## src/rtl/pwp_pkg.sv

```systemverilog
package pwp_pkg;

    typedef enum logic [1:0] {
        FN_PASS = 2'b00,
        FN_AND  = 2'b01,
        FN_OR   = 2'b10,
        FN_XOR  = 2'b11
    } fn_e;

    typedef enum logic {
        ST_IDLE   = 1'b0,
        ST_COMMIT = 1'b1
    } st_e;

    localparam logic [1:0] WM_DIRECT = 2'd0;
    localparam logic [1:0] WM_COPY   = 2'd1;

endpackage

```

## src/rtl/pwp_cfg_regs.sv

```systemverilog
module pwp_cfg_regs #(
    parameter int NPLANES = 4,
    parameter int DW      = 8,
    localparam int RW     = $clog2(DW),
    localparam int FW     = RW + 2
) (
    input  logic               clk,
    input  logic               rst_n,
    input  logic               cfg_load,
    input  logic [1:0]         cfg_wmode,
    input  logic [FW-1:0]      cfg_rotfn,
    input  logic [NPLANES-1:0] cfg_map,
    input  logic [DW-1:0]      cfg_bitmask,
    input  logic [NPLANES-1:0] cfg_fill,
    input  logic [NPLANES-1:0] cfg_fill_en,
    output logic [1:0]         wmode,
    output logic [RW-1:0]      rot,
    output pwp_pkg::fn_e       fn,
    output logic [NPLANES-1:0] map,
    output logic [DW-1:0]      bitmask,
    output logic [NPLANES-1:0] fill,
    output logic [NPLANES-1:0] fill_en
);
    logic [FW-1:0] rotfn_q;

    always_ff @(posedge clk) begin
        if (!rst_n) begin
            wmode   <= pwp_pkg::WM_DIRECT;
            rotfn_q <= '0;
            map     <= '1;
            bitmask <= '1;
            fill    <= '0;
            fill_en <= '0;
        end else if (cfg_load) begin
            wmode   <= cfg_wmode;
            rotfn_q <= cfg_rotfn;
            map     <= cfg_map;
            bitmask <= cfg_bitmask;
            fill    <= cfg_fill;
            fill_en <= cfg_fill_en;
        end
    end

    assign rot = rotfn_q[RW-1:0];
    assign fn  = pwp_pkg::fn_e'(rotfn_q[FW-1:RW]);

endmodule

```

## src/rtl/pwp_plane_alu.sv

```systemverilog
module pwp_plane_alu #(
    parameter int DW = 8,
    localparam int RW = $clog2(DW)
) (
    input  logic [1:0]    wmode,
    input  logic [RW-1:0] rot,
    input  pwp_pkg::fn_e  fn,
    input  logic          fill_bit,
    input  logic          fill_en,
    input  logic [DW-1:0] bitmask,
    input  logic [DW-1:0] cpu_data,
    input  logic [DW-1:0] latch,
    output logic [DW-1:0] result
);
    logic [DW-1:0] rotated;
    logic [DW-1:0] src;
    logic [DW-1:0] combined;

    // right rotation: duplicate the byte and shift, keep the low half
    assign rotated = DW'({cpu_data, cpu_data} >> rot);

    always_comb begin
        src = fill_en ? {DW{fill_bit}} : rotated;
        unique case (fn)
            pwp_pkg::FN_PASS: combined = src;
            pwp_pkg::FN_AND:  combined = src & latch;
            pwp_pkg::FN_OR:   combined = src | latch;
            pwp_pkg::FN_XOR:  combined = src ^ latch;
        endcase
        if (wmode == pwp_pkg::WM_COPY)
            result = latch;
        else
            result = (combined & bitmask) | (latch & ~bitmask);
    end

endmodule

```

## src/rtl/planar_wr_path.sv

```systemverilog
module planar_wr_path #(
    parameter int NPLANES = 4,
    parameter int DW      = 8,
    parameter int AW      = 16,
    localparam int RW     = $clog2(DW),
    localparam int FW     = RW + 2,
    localparam int BW     = NPLANES * DW
) (
    input  logic               clk,
    input  logic               rst_n,
    input  logic               cfg_load,
    input  logic [1:0]         cfg_wmode,
    input  logic [FW-1:0]      cfg_rotfn,
    input  logic [NPLANES-1:0] cfg_map,
    input  logic [DW-1:0]      cfg_bitmask,
    input  logic [NPLANES-1:0] cfg_fill,
    input  logic [NPLANES-1:0] cfg_fill_en,
    input  logic               cpu_we,
    input  logic [AW-1:0]      cpu_addr,
    input  logic [DW-1:0]      cpu_data,
    input  logic [BW-1:0]      latch_bytes,
    output logic [NPLANES-1:0] plane_we,
    output logic [AW-1:0]      plane_addr,
    output logic [BW-1:0]      plane_wdata
);
    import pwp_pkg::*;

    logic [1:0]         wmode_w;
    logic [RW-1:0]      rot_w;
    fn_e                fn_w;
    logic [NPLANES-1:0] map_w;
    logic [DW-1:0]      bm_w;
    logic [NPLANES-1:0] fill_w;
    logic [NPLANES-1:0] fill_en_w;
    logic [BW-1:0]      merged;

    st_e                state_q, state_d;
    logic               accept;
    logic [NPLANES-1:0] we_q;
    logic [AW-1:0]      addr_q;
    logic [BW-1:0]      data_q;

    pwp_cfg_regs #(.NPLANES(NPLANES), .DW(DW)) u_cfg (
        .clk        (clk),
        .rst_n      (rst_n),
        .cfg_load   (cfg_load),
        .cfg_wmode  (cfg_wmode),
        .cfg_rotfn  (cfg_rotfn),
        .cfg_map    (cfg_map),
        .cfg_bitmask(cfg_bitmask),
        .cfg_fill   (cfg_fill),
        .cfg_fill_en(cfg_fill_en),
        .wmode      (wmode_w),
        .rot        (rot_w),
        .fn         (fn_w),
        .map        (map_w),
        .bitmask    (bm_w),
        .fill       (fill_w),
        .fill_en    (fill_en_w)
    );

    for (genvar p = 0; p < NPLANES; p++) begin : g_plane
        pwp_plane_alu #(.DW(DW)) u_alu (
            .wmode   (wmode_w),
            .rot     (rot_w),
            .fn      (fn_w),
            .fill_bit(fill_w[p]),
            .fill_en (fill_en_w[p]),
            .bitmask (bm_w),
            .cpu_data(cpu_data),
            .latch   (latch_bytes[p*DW +: DW]),
            .result  (merged[p*DW +: DW])
        );
    end

    // only the direct and copy modes produce a plane write
    assign accept = cpu_we && (wmode_w == WM_DIRECT || wmode_w == WM_COPY);

    always_comb begin
        unique case (state_q)
            ST_IDLE:   state_d = accept ? ST_COMMIT : ST_IDLE;
            ST_COMMIT: state_d = accept ? ST_COMMIT : ST_IDLE;
        endcase
    end

    always_ff @(posedge clk) begin
        if (!rst_n) begin
            state_q <= ST_IDLE;
            we_q    <= '0;
            addr_q  <= '0;
            data_q  <= '0;
        end else begin
            state_q <= state_d;
            if (accept) begin
                we_q   <= map_w;
                addr_q <= cpu_addr;
                data_q <= merged;
            end
        end
    end

    always_comb begin
        plane_addr  = addr_q;
        plane_wdata = data_q;
        unique case (state_q)
            ST_IDLE:   plane_we = '0;
            ST_COMMIT: plane_we = we_q;
        endcase
    end

endmodule

```

## config.mk

```make
export PLATFORM = sky130hd
export DESIGN_NAME = planar_wr_path
export DESIGN_NICKNAME = d
export VERILOG_FILES = /design/src/rtl/pwp_pkg.sv /design/src/rtl/pwp_cfg_regs.sv /design/src/rtl/pwp_plane_alu.sv /design/src/rtl/planar_wr_path.sv
export SDC_FILE = /design/constraint.sdc
export NUM_CORES = 1
export LEC_CHECK = 0
export CAP_MARGIN = 5
export CORE_UTILIZATION = 40
export CTS_BUF_LIST = sky130_fd_sc_hd__clkbuf_4 sky130_fd_sc_hd__clkbuf_8 sky130_fd_sc_hd__clkbuf_16
export DETAILED_ROUTE_END_ITERATION = 7
export HOLD_SLACK_MARGIN = 0.1
export PLACE_DENSITY = 0.66
export SYNTH_ARGS = -nofsm -noshare
export SYNTH_HDL_FRONTEND = slang
export SYNTH_SLANG_ARGS = --single-unit
```

## constraint.sdc

```tcl
create_clock -name clk -period 3.07 [get_ports clk]
set_clock_uncertainty 0.05 [all_clocks]
set_input_delay 0.614 -clock clk [delete_from_list [all_inputs] [get_ports clk]]
set_output_delay 0.614 -clock clk [all_outputs]
set_load 0.02 [all_outputs]
```

==> results of run 1 <==
## layout make-up
cell class	instances	area, um2	area share (%)
Clock buffer	11	240	2.99
Clock inverter	5	57.6	0.717
Inverter	81	304	3.79
Multi-Input combinational cell	533	3990	49.7
Sequential cell	80	1600	20.0
Tap cell	184	230	2.87
Timing Repair Buffer	166	1610	20.0
## registers in the layout, summed over array words and instances, names as in the netlist
| register | flops |
|---|---|
| u_cfg.map | 4 |
| state_q | 1 |
| u_cfg.fill | 4 |
| u_cfg.bitmask | 8 |
| we_q | 4 |
| u_cfg.rotfn_q | 5 |
| u_cfg.fill_en | 4 |
| u_cfg.wmode | 2 |
| plane_wdata | 32 |
| plane_addr | 16 |
## cell usage after synthesis (21+ instances only)
cell type / number / area, um2
clkbuf_1: 37 / 139
nand2_1: 95 / 357
o21ai_0: 53 / 265
a21oi_1: 47 / 235
a21boi_0: 21 / 158
dfxtp_1: 80 / 1600
a211oi_1: 23 / 173
o21ai_1: 28 / 140
ha_1: 64 / 801
inv_1: 80 / 300
mux2i_1: 31 / 310
## routing by layer
metal,vias up,share of wire [%],track usage [%]
li1,2899,-,-
met1,2889,43,32.5
met2,237,48,41.9
met3,27,6.8,3.31
met4,0,2.1,9.21
met5,-,0,0
## metrics by stage
step / setup TNS (ns) / area [um2]
floorplan: 0 / 6140
finish: 0 / 8030
CTS: 0 / 8030
global placement: -0.832 / 7730
global route: 0 / 8030
detailed placement: -2.28 / 7730
## cells by family after synthesis
kind of cell / share of synthesized area, %
buf+inv: 9.03
simple gates: 13.2
flops: 26.1
fa+ha+maj: 13.0
compound gates: 25.2
mux: 13.4
## final timing paths
path	cells after the start	startpoint	slack (ns)	end
min	2	we_q[1]	0.41	we_q[1]
max	8	cpu_data[7]	0.13	plane_wdata[9]
min reg2reg	2	we_q[1]	0.41	we_q[1]
max reg2reg	7	u_cfg.rotfn_q[1]	0.22	plane_wdata[9]
## critical path: cells and delay by family
kind            cells  cell delay [ns]
compound gates      3             0.45
buf+inv             1             0.46
fa+ha+maj           1             0.28
mux                 3             1.29
## power groups by stage
stage | Combinational (mW) | Clock [mW] | Sequential, mW
detailed placement | 1.16 | 0 | 1.26
CTS | 1.17 | 1.12 | 1.24
global placement | 1.12 | 0 | 1.25
global route | 1.28 | 1.17 | 1.25
floorplan | 0.617 | 0 | 1.29
finish | 1.17 | 1.11 | 1.24
==> impl_metrics.toml, run 1 <==
[pwr]
p_seq_share_pct = 35.2
p_clk_share_pct = 31.5
peakVddDrop_mv = 0.263
total_power_mw = 3.52
internal_power_mw = 2.34
p_sw_mw = 1.18
powerDensity_nw_per_um2 = 438
p_comb_share_pct = 33.3
swShare_pct = 33.6
power.leakage_nw = 3.49

[critical_path]
max_stage_delay_ns = 0.53
critPathSlowestCell = "mux4_2"
end_kind = "register"
critPathMaxFanout = 4
worstSetupPathType = "input port to register"
arrival_ns = 3.10
cp.required_ns = 3.23
crit_path_cell_trace = "clkdlybuf4s50_1, mux4_2, mux2_2, o21ai_0, ha_1, mux4_2, a2bb2oi_1, a21oi_1"
cp-start-kind = "input port"
path_common_cell = "mux4_2"

[clock_network]
clock_sinks = 80
clk-insertion-delay-late_ns = 0.35
cts-root-buf = "clkbuf_16"
cts.htree.levels = 3
path_clk_slew_ns = 0.06
post_cts_resized = 0
clk_path_buf_depth = 2
cts_buffers = 9
ctsHoldBuffers = 0
cts_setup_buffers = 0
cts_tree = "done"

[sta]
fin_crit_ns = 2.94
fmax_ghz = 0.340
period_share_pct = 95.7
hold_viol = 0
fin_hold_ws_ns = 0.406
rsz0062_at_grt = "false"
worst_pin_slew_ns = 1.08
slew_viol_final = 0
finalSetupViolCount = 0
relSlewSlack_pct = 27.6
setup_ws_ns = 0.133

[synth]
synth_seq_cells = 80
synth_edf_count = 0
synth.distinct_cells = 50
syn_area_per_cell_um2 = 8.15
syn_area_um2 = 6140
synth-async-reset-ratio_pct = 0
synth_ff_type = "dfxtp_1"
netlist_instances = 753
synth_fp_nets = 904
yosysSeqAreaShare_pct = 26.1
ys_warn_count = 0

[layout]
fillers = 1357
areaGrowthSynthToFinish_pct = 30.8
mostFrequentLayoutCell = "clkdlybuf4s50_1"
finalNonFillerCells = 1060
drive_gt1_share_pct = 9.25
antenna_cells = 0
final_cell_mix = "136 x clkdlybuf4s50_1, 95 x nand2_1, 80 x inv_1"
nets = 1022
final_util_pct = 54.4

[floorplanning]
initial_core_util_pct = 41.6
coreArea_um2 = 14800
die_h_um = 126
die_area_um2 = 15800
die_x_um = 126
ios = 139
num_rows = 44

[run_status]
status = "finished clean"

[drt]
drcViolationCount = 0
route.detailed.wl_per_inst_um = 18.6
ant_nets = 0
drt_iter0_drc = 462
firstDrtPassIters = 5
vias_per_cell = 5.71
routed-via-count = 6052
drt-total-wl_mm = 19.7

[run]
cap_violations = 0

[hold_path]
hold_class = "register to register"

[global_routing]
grt_max_degree = 58
grt_antenna_before_repair = 0
grt_pass1_wl_mm = 30.7
globalRouteOverflowTotal = 0
grtUsageTotal_pct = 24.9
grt_pass1_vias = 5825

[placed_design]
port_buffers = 138
dp.cells = 1044
gp_routability_congestion = 0.855
place_ws_ns = -0.196
dp_hpwl_mm = 14.3
No activity file was read; power rests on OpenSTA's default activity.
==> run 2: changes to the inputs <==
PLACE_DENSITY = not set   (was 0.66)
PLACE_DENSITY_LB_ADDON = 0.08   (was not set)
SLEW_MARGIN = 20   (was not set)
==> impl_metrics.toml, run 2 (synthesis results as in run 1) <==
[run_status]
status = "finished clean"

[layout]
fillers = 1412
final_cell_mix = "136 x clkdlybuf4s50_1, 95 x nand2_1, 80 x inv_1"
mostFrequentLayoutCell = "clkdlybuf4s50_1"
finalNonFillerCells = 1064
fin_area_um2 = 8090
nets = 1026
largest_register_ffs = 32
antenna_cells = 0
areaGrowthSynthToFinish_pct = 31.7
drive_gt1_share_pct = 9.77

[clock_network]
path_clk_slew_ns = 0.06
clk_path_buf_depth = 2
cts-root-buf = "clkbuf_16"
cts_tree = "done"
ctsHoldBuffers = 0
cts_setup_buffers = 0
post_cts_resized = 0
clk-insertion-delay-late_ns = 0.35
cts_buffers = 9
clock_sinks = 80
cts.htree.levels = 3

[floorplanning]
num_rows = 44
die_area_um2 = 15800
die_h_um = 126
die_x_um = 126
ios = 139
initial_core_util_pct = 41.6
coreArea_um2 = 14800

[sta]
fin_hold_ws_ns = 0.412
finalSetupViolCount = 0
relSlewSlack_pct = 38.2
fmax_ghz = 0.340
slew_viol_final = 0
setup_ws_ns = 0.131
rsz0062_at_grt = "false"
period_share_pct = 95.7
hold_viol = 0
fin_crit_ns = 2.94
worst_pin_slew_ns = 0.928

[placed_design]
gp_routability_congestion = 0.848
place_ws_ns = -0.214
port_buffers = 138
dp.cells = 1048
placed_area_um2 = 7750
dp_hpwl_mm = 14.6

[hold_path]
hold_class = "register to register"
worstHoldPathCells = 2

[critical_path]
cp-start-kind = "input port"
end_kind = "register"
cp.required_ns = 3.25
critPathMaxFanout = 4
r2r_cells = 7
arrival_ns = 3.12
worstSetupPathType = "input port to register"

[global_routing]
grt_max_degree = 42
grtUsageTotal_pct = 26.2
grt_antenna_before_repair = 0
grt_pass1_vias = 5986
globalRouteOverflowTotal = 0
grt_pass1_wl_mm = 32.1

[run]
cap_violations = 0

[drt]
drt-total-wl_mm = 20.3
ant_nets = 0
vias_per_cell = 5.70
routed-via-count = 6068
firstDrtPassIters = 5
route.detailed.wl_per_inst_um = 19.1
drcViolationCount = 0
drt_iter0_drc = 408

[pwr]
total_power_mw = 3.64
powerDensity_nw_per_um2 = 450
power.leakage_nw = 3.53
peakVddDrop_mv = 0.328
## run 2: cell types whose count changed in the layout (fill, tap and decap cells not counted)
cell        delta
clkinv_2       +1
clkbuf_8       +2
clkinv_4       +1
clkbuf_4       -2
clkinvlp_4     -3
bufinv_16      +1
nand2b_2       +1
buf_4          +5
nand2b_1       -1
o21ai_1        -1
o21ai_0        +1
buf_12         -1
## run 2: metrics by stage
stage                     util [%]  TNS (ns)
after CTS                     54.8         0
after global placement        52.6    -0.868
after global routing          54.8         0
final                         54.8         0
after detailed placement      52.6     -2.05
after floorplan                  -         0
## run 2: path summary, 6_finish.rpt
check	to	slack (ns)	start
setup reg to reg	plane_wdata[24]	0.20	u_cfg.rotfn_q[1]
hold / removal	plane_addr[1]	0.41	plane_addr[1]
setup / recovery	plane_wdata[24]	0.13	cpu_data[6]
hold reg to reg	plane_addr[1]	0.41	plane_addr[1]
## run 2: power breakdown
| group | switching [mW] | internal, mW | total [mW] | leakage [nW] |
|---|---|---|---|---|
| clock | 0.466 | 0.756 | 1.22 | 0.165 |
| sequential | 0.0956 | 1.13 | 1.23 | 0.663 |
| combinational | 0.630 | 0.556 | 1.19 | 2.70 |
| total | 1.19 | 2.45 | 3.64 | 3.53 |
## run 2: critical path, cell delays in order
cell             delay [ns]
clkdlybuf4s50_1        0.46
mux4_2                 0.53
mux2_2                 0.34
o21ai_1                0.20
ha_1                   0.28
mux4_2                 0.46
o2111ai_1              0.14
a21oi_1                0.10
## run 2: routing by layer
metal	global-route usage (%)	up-vias	wire length, um
met4	9.71	0	473
met3	4.50	37	1220
li1	-	2900	-
met5	0	-	0
met1	34.9	2910	9230
met2	42.3	221	9420
## run 2: area by class of cell
| cell class | count | area (um2) | share of cell area, % |
|---|---|---|---|
| inverters | 81 | 304 | 3.76 |
| clock buffers | 11 | 253 | 3.13 |
| clock inverters | 5 | 78.8 | 0.975 |
| flip-flops and latches | 80 | 1600 | 19.8 |
| well taps | 184 | 230 | 2.85 |
| repair buffers | 170 | 1620 | 20.1 |
| multi-input cells | 533 | 3990 | 49.4 |
